### src/rtl/fwd_pkg.sv
`timescale 1ns/1ps
package fwd_pkg;

    typedef enum logic [1:0] {
        SEL_RF         = 2'd0,
        SEL_EXMEM_ALU  = 2'd1,
        SEL_MEMWB_ALU  = 2'd2,
        SEL_MEMWB_LOAD = 2'd3
    } fwd_sel_e;

    typedef struct packed {
        fwd_sel_e sel_a;
        fwd_sel_e sel_b;
        logic     store_fwd;
    } ex_ctrl_t;

    localparam int NUM_SRC = 2;

    // Younger producer wins; a load one ahead cannot be bypassed here.
    function automatic fwd_sel_e pick_source(
        input logic hit_young, input logic young_is_load,
        input logic hit_old,   input logic old_is_load);
        if (hit_young)
            return young_is_load ? SEL_RF : SEL_EXMEM_ALU;
        else if (hit_old)
            return old_is_load ? SEL_MEMWB_LOAD : SEL_MEMWB_ALU;
        else
            return SEL_RF;
    endfunction

endpackage

### src/rtl/fwd_src_cmp.sv
`timescale 1ns/1ps
module fwd_src_cmp
    import fwd_pkg::*;
#(
    parameter int AW = 5
) (
    input  logic          rst,
    input  logic [AW-1:0] src,
    input  logic [AW-1:0] idex_rd,
    input  logic          idex_we,
    input  logic          idex_load,
    input  logic [AW-1:0] exmem_rd,
    input  logic          exmem_we,
    input  logic          exmem_load,
    output fwd_sel_e      sel,
    output logic          load_hit
);
    logic src_live;
    logic hit_young;
    logic hit_old;

    always_comb begin
        src_live  = (src != '0);
        hit_young = src_live && idex_we  && (idex_rd  == src);
        hit_old   = src_live && exmem_we && (exmem_rd == src);
        load_hit  = hit_young && idex_load;
        sel       = pick_source(hit_young, idex_load, hit_old, exmem_load);
    end

    // register 0 is never a forwarding source
    always_comb begin
        if (!rst) begin
            a_r2_zero_never_fwd: assert (!(src == '0 && (sel != SEL_RF || load_hit)));
        end
    end

endmodule

### src/rtl/fwd_ctrl_pipe.sv
`timescale 1ns/1ps
module fwd_ctrl_pipe
    import fwd_pkg::*;
(
    input  logic     clk,
    input  logic     rst,
    input  logic     bubble,
    input  ex_ctrl_t id_ctrl,
    output ex_ctrl_t ex_ctrl,
    output logic     mem_store_fwd
);
    always_ff @(posedge clk) begin
        if (rst) begin
            ex_ctrl       <= '0;
            mem_store_fwd <= 1'b0;
        end else begin
            ex_ctrl       <= bubble ? '0 : id_ctrl;
            mem_store_fwd <= ex_ctrl.store_fwd;
        end
    end

    // a stalled decode leaves a bubble in execute
    a_r8_bubble_clears: assert property (@(posedge clk) disable iff (rst)
        bubble |=> (ex_ctrl.sel_a == SEL_RF && ex_ctrl.sel_b == SEL_RF && !ex_ctrl.store_fwd));

    // reset empties both stages
    a_r1_reset_clears: assert property (@(posedge clk)
        rst |=> (ex_ctrl == '0 && !mem_store_fwd));

endmodule

### src/rtl/fwd_hazard_unit.sv
`timescale 1ns/1ps
module fwd_hazard_unit
    import fwd_pkg::*;
#(
    parameter int AW = 5
) (
    input  logic          clk,
    input  logic          rst,
    input  logic [AW-1:0] id_rs1,
    input  logic [AW-1:0] id_rs2,
    input  logic          id_is_store,
    input  logic [AW-1:0] idex_rd,
    input  logic          idex_we,
    input  logic          idex_load,
    input  logic [AW-1:0] exmem_rd,
    input  logic          exmem_we,
    input  logic          exmem_load,
    output logic          stall,
    output logic [1:0]    ex_sel_a,
    output logic [1:0]    ex_sel_b,
    output logic          mem_store_fwd
);
    localparam int DATA_SRC = NUM_SRC - 1;

    logic [AW-1:0] srcs     [NUM_SRC];
    fwd_sel_e      sels     [NUM_SRC];
    logic          load_hit [NUM_SRC];
    ex_ctrl_t      id_ctrl;
    ex_ctrl_t      ex_ctrl;
    logic          store_escape;

    assign srcs[0] = id_rs1;
    assign srcs[1] = id_rs2;

    for (genvar i = 0; i < NUM_SRC; i++) begin : g_src
        fwd_src_cmp #(.AW(AW)) u_cmp (
            .rst        (rst),
            .src        (srcs[i]),
            .idex_rd    (idex_rd),
            .idex_we    (idex_we),
            .idex_load  (idex_load),
            .exmem_rd   (exmem_rd),
            .exmem_we   (exmem_we),
            .exmem_load (exmem_load),
            .sel        (sels[i]),
            .load_hit   (load_hit[i])
        );
    end

    always_comb begin
        store_escape      = id_is_store && load_hit[DATA_SRC];
        stall             = load_hit[0] || (load_hit[DATA_SRC] && !id_is_store);
        id_ctrl.sel_a     = sels[0];
        id_ctrl.sel_b     = sels[DATA_SRC];
        id_ctrl.store_fwd = store_escape;
    end

    fwd_ctrl_pipe u_pipe (
        .clk           (clk),
        .rst           (rst),
        .bubble        (stall),
        .id_ctrl       (id_ctrl),
        .ex_ctrl       (ex_ctrl),
        .mem_store_fwd (mem_store_fwd)
    );

    assign ex_sel_a = ex_ctrl.sel_a;
    assign ex_sel_b = ex_ctrl.sel_b;

    // a stall is only ever caused by a live load one stage ahead
    a_r7_stall_needs_load: assert property (@(posedge clk) disable iff (rst)
        stall |-> (idex_load && idex_we && idex_rd != '0));

    // a store whose only dependency is its data on a load keeps moving
    a_r9_store_no_stall: assert property (@(posedge clk) disable iff (rst)
        (id_is_store && idex_load && idex_we && idex_rd != '0 &&
         id_rs2 == idex_rd && id_rs1 != idex_rd) |-> !stall);

endmodule

### config.mk
export PLATFORM = sky130hd
export DESIGN_NAME = fwd_hazard_unit
export DESIGN_NICKNAME = d
export VERILOG_FILES = /design/src/rtl/fwd_pkg.sv /design/src/rtl/fwd_src_cmp.sv /design/src/rtl/fwd_ctrl_pipe.sv /design/src/rtl/fwd_hazard_unit.sv
export SDC_FILE = /design/constraint.sdc
export NUM_CORES = 1
export LEC_CHECK = 0
export BUFFER_PORTS_ARGS = -buffer_cell sky130_fd_sc_hd__buf_2
export CAP_MARGIN = 20
export CORE_UTILIZATION = 38
export CTS_BUF_LIST = sky130_fd_sc_hd__clkbuf_8
export DETAILED_ROUTE_END_ITERATION = 8
export PLACE_DENSITY = 0.76
export SYNTH_ARGS = -nofsm -noshare
export SYNTH_HDL_FRONTEND = slang
export SYNTH_SLANG_ARGS = --single-unit
export TNS_END_PERCENT = 10
### constraint.sdc
create_clock -name clk -period 1.5 [get_ports clk]
set_input_delay 0.075 -clock clk [delete_from_list [all_inputs] [get_ports clk]]
set_output_delay 0.075 -clock clk [all_outputs]
set_load 0.01 [all_outputs]
# After elaboration in Yosys (flattened, before gate mapping)
# Index checks and enable logic that the tools add are counted.
# W data, S select, Z words.
[word_totals] ff_bits=6 input_bits=27 out_inout_bits=6 wordCells=31
[classes] n_eq_ne=4 mux=6 n_reduce_logical=17
[ops] operator="$eq A5 B5 Y1" count=4
[ops] operator="$logic_and A1 B1 Y1" count=12
[ops] operator="$reduce_bool A5 Y1" count=2
[ops] operator="$mux W2" count=4
[ops] operator="$mux W1" count=2
[ops] operator="$reduce_or A2 Y1" count=1
[ops] operator="$logic_not A1 Y1" count=1
[ops] operator="$logic_or A1 B1 Y1" count=1

# Longest topological paths before layout
[logic_depth] depth_word=7 depth_mapped=5 depth_no_buf=5

# Modules after synthesis
# A second synthesis with hierarchy kept.
[hier_totals] hier_cells=59 area_unflattened_um2=500.5
[modules_own_cells] module="fwd_src_cmp" n_inst=2 cells_per_inst=22 area_per_inst_um2=158.9 seq_area_each_um2=0.0
[modules_own_cells] module="fwd_ctrl_pipe" n_inst=1 cells_per_inst=12 area_per_inst_um2=163.9 seq_area_each_um2=120.1
[modules_own_cells] module="fwd_hazard_unit" n_inst=1 cells_per_inst=3 area_per_inst_um2=18.8 seq_area_each_um2=0.0

# Least setup slack after synthesis
# Ideal clock, no wire load.
[synth_path] path_type="input to register" from="input id_rs1[0]" to="register, netlist name u_pipe.ex_ctrl[2]" setup_ns=0.073 arrival_ns=1.443 t_required_ns=1.427 setup_slack_ns=-0.016 stages=5 n_path_buf=0 cell_sequence="or4_1 > nor2_1 > and3b_1 > a221o_2 > nor3b_2"
[synth_via] elab_chain_len=6 elab_cells_between_ends=7 cone_classes="eq/ne (1); reduce/logical (6)"
[synth_lines] item="start, declared" line="fwd_hazard_unit.sv:9" rtl="input logic [AW-1:0] id_rs1,"
[synth_lines] item="$reduce_bool A5 Y1" line="fwd_src_cmp.sv:23" rtl="src_live = (src != '0);"
[synth_lines] item="$logic_and A1 B1 Y1" line="fwd_src_cmp.sv:24" rtl="hit_young = src_live && idex_we && (idex_rd == src);"
[synth_lines] item="$logic_and A1 B1 Y1 *" line="fwd_src_cmp.sv:24"
[synth_lines] item="$logic_and A1 B1 Y1 *" line="fwd_src_cmp.sv:26" rtl="load_hit = hit_young && idex_load;"
[synth_lines] item="$logic_or A1 B1 Y1 *" line="fwd_hazard_unit.sv:52" rtl="stall = load_hit[0] || (load_hit[DATA_SRC] && !id_is_store);"
[synth_lines] item="$reduce_or A2 Y1 (no source line) *"
# Every way passes the cells marked *; elsewhere a longest branch is shown, timed or not.
# A chain may end at the register's enable or synchronous reset.

# Worst setup path in the final report
[layout_path] from="input id_rs1[4]" to="output stall"
[layout_via] elab_chain_len=5 elab_cells_between_ends=6 cone_classes="eq/ne (1); reduce/logical (5)"
[layout_lines] item="$reduce_bool A5 Y1" line="fwd_src_cmp.sv:23"
[layout_lines] item="$logic_and A1 B1 Y1" line="fwd_src_cmp.sv:24"
[layout_lines] item="$logic_and A1 B1 Y1 *" line="fwd_src_cmp.sv:24"
[layout_lines] item="$logic_and A1 B1 Y1 *" line="fwd_src_cmp.sv:26"
[layout_lines] item="$logic_or A1 B1 Y1 *" line="fwd_hazard_unit.sv:52"
[layout_lines] item="end, declared" line="fwd_hazard_unit.sv:18" rtl="output logic stall,"
# Marked as above.

==> metrics <==
Hold WS=0.04274 ns; wire per inst=11.03 um; Cell Count, Final, Fillers Out=116; Worst Path Required=1.42 ns; CP startpoint kind=input port; DP HPWL=1.119 mm; mean post-synth cell area=8.845 sq um; met2 WL=734 um; Crit Path Category=in2out; met3 WL=69 um; largest net degree at the start of global routing=6; Max VDD drop=0.3108 mV; Cells after Synth=58; First-pass DRT Iterations=4; first-pass GRT wire length=2.063 mm; vias in the first global route=558; Chip Height=38.74 um; IO buf count=32; worst-path maximum fanout=2; Post-Route WL=1.280 mm; Clock Power Share=0.428; Worst path slowest cell=or4_4; Final period util=1.048; Max Freq=636.2 MHz; Antenna Nets Post-Route=0; Root Buffer=clkbuf_8; Seq pwr share=0.295; CTS sink count=6; Site Rows=12; die span in x=38.74 um; number of max-cap violations=0; #FFs+latches synth=6; I/O Pins=33; # setup viols final=4; CTS max path bufs=2; mapped cell area=513.0 sq um; Worst path most repeated cell=buf_6; switching share of power=0.2390; CTS Buf Count=3; Pint=0.4177 mW; Area Overhead vs Synth=62.68%; HP Class=in2reg; CTS tree=yes; ant diodes=0; total power=0.5489 mW; Rel. slew slack=0.7516; Unique masters post-synth=23; Worst path max stage delay=0.54 ns; clk_lat worst skew=0.22 ns; share of layout cells above drive strength 1=0.5392; status=finished with violations; CP cell instances=buf_6 -> or4_4 -> nor2_4 -> and3b_1 -> buf_6 -> a22o_4 -> buf_6; nets@finish=131; Slew @ Worst Pin=0.3632 ns; CP Capture Type=primary output; CP Data Arrival Time=1.50 ns; initial antenna violation count=0; most common cell after layout, fill and taps aside=buf_2; total track usage=0.2026; Initial DRC Count=4; clock-pin slew on the worst setup and hold paths=0.04 ns; RSZ-0062 raised after global routing=true; # DRC=0; share of the yosys chip area belonging to registers=0.2341; gr ovfl total=0; Starting Density=0.4325; Pwr Density=657.7 mW/mm^2; die area=0.001501 sq mm; syn nets=85; gp weighted congestion=0.7831; cts hold-fix bufs=0; Tmin final=1.572 ns; leakage=0.3922 nW; number of H-tree levels=1; fin worst setup slack=-0.07186 ns; failing checks=negative setup slack; total number of vias=572; final max-slew violation count=0; skew final=0.0001805 ns; Yosys warning total=0; dpl cells=112; drt via density=4.931; commonest cells after routing, fill and taps aside=30 x buf_2, 12 x xnor2_1, 12 x buf_4, 8 x xor2_1, 6 x dfxtp_1; Layout Utilization=0.7036; Gate power share=0.277; core area=0.001186 sq mm; final hold vios=0; uppermost layer routed=met4; Metal-1 WL=461 um; switching power total=0.1312 mW
power groups by stage:
stage,combinational [mW],clock [mW],sequential [mW]
global placement,0.141,0,0.164
global route,0.165,0.251,0.162
finish,0.152,0.235,0.162
detailed placement,0.145,0,0.164
CTS,0.152,0.242,0.162
floorplan,0.0620,0,0.164
critical path, delay by kind of cell:
kind / cells / cell delay, ns
buffers and inverters: 3 / 0.32
and+or+nand+nor: 3 / 0.86
AOI/OAI and AO/OA: 1 / 0.23
sequential cells by signal, summed over array words and instances (netlist names):
name,cells
u_pipe.ex_ctrl,5
u_pipe.mem_store_fwd,1
logic make-up (layout without fill, tap and decap cells):
| kind of cell | count (synthesis) | in the layout | synth area share |
|---|---|---|---|
| AND/OR/NAND/NOR | 22 | 22 | 0.2756 |
| XOR/XNOR | 20 | 20 | 0.3415 |
| flip-flops | 6 | 6 | 0.2342 |
| AO/OA/AOI/OAI | 5 | 5 | 0.08293 |
| buffers and inverters | 5 | 49 | 0.06585 |
repair_timing:
action / 4_1_cts / 5_1_grt
resized for setup: 7 / 0
hold endpoints to repair: 0 / 0
endpoints found under the setup margin: 1 / 6
pin swaps: 5 / 0
setup buffers: 1 / 0
path summary, 6_finish.rpt:
| path | slack, ns | startpoint | depth (start not counted) | to |
|---|---|---|---|---|
| max | -0.07 | id_rs1[4] | 7 | stall |
| min | 0.04 | rst | 2 | u_pipe.mem_store_fwd |
| max reg2reg | 0.98 | u_pipe.ex_ctrl[0] | 1 | u_pipe.mem_store_fwd |
| min reg2reg | 0.46 | u_pipe.ex_ctrl[0] | 1 | u_pipe.mem_store_fwd |
metrics by stage:
stage / worst slack, ns / instance area [sq um] / TNS, ns
after floorplan: 0.01655 / 513.0 / 0
after global placement: -0.1221 / 750.7 / -0.5591
after detailed placement: -0.1950 / 750.7 / -0.8662
after CTS: -0.06405 / 834.6 / -0.1455
after global routing: -0.1166 / 834.6 / -0.4869
final: -0.07186 / 834.6 / -0.1737
Yosys cell counts:
cell,instances,area (sq um)
or4_1,2,15.01
nor3b_2,1,12.51
nor2b_1,2,12.51
xnor2_1,12,105.1
nor2_1,5,18.77
and3b_1,1,8.760
xor2_1,8,70.07
nor4_1,2,12.51
a21oi_1,1,5.000
and2_2,1,7.510
nand3_1,1,5.000
buf_4,4,30.03
a221o_2,1,11.26
nand2b_1,1,6.260
nand2_1,1,3.750
a22o_2,1,10.01
nand4_1,3,18.77
a2111oi_0,1,8.760
dfxtp_1,6,120.1
a22oi_1,1,7.510
nor4_2,1,12.51
inv_1,1,3.750
nand3b_1,1,7.510
area by class of cell:
type                    instances  area [sq um]
multi-input cells              47         377.9
fillers                        96         351.6
repair buffers                 45         274.0
flip-flops and latches          6         120.1
clock buffers                   3         41.29
well taps                      14         17.52
inverters                       1         3.754
routing by layer:
layer	vias to the layer above	track usage
met5	-	0
met4	0	0.1466
met3	2	0.02312
met2	28	0.4083
met1	252	0.1763
li1	290	-
Power figures use the tool's default switching activity.
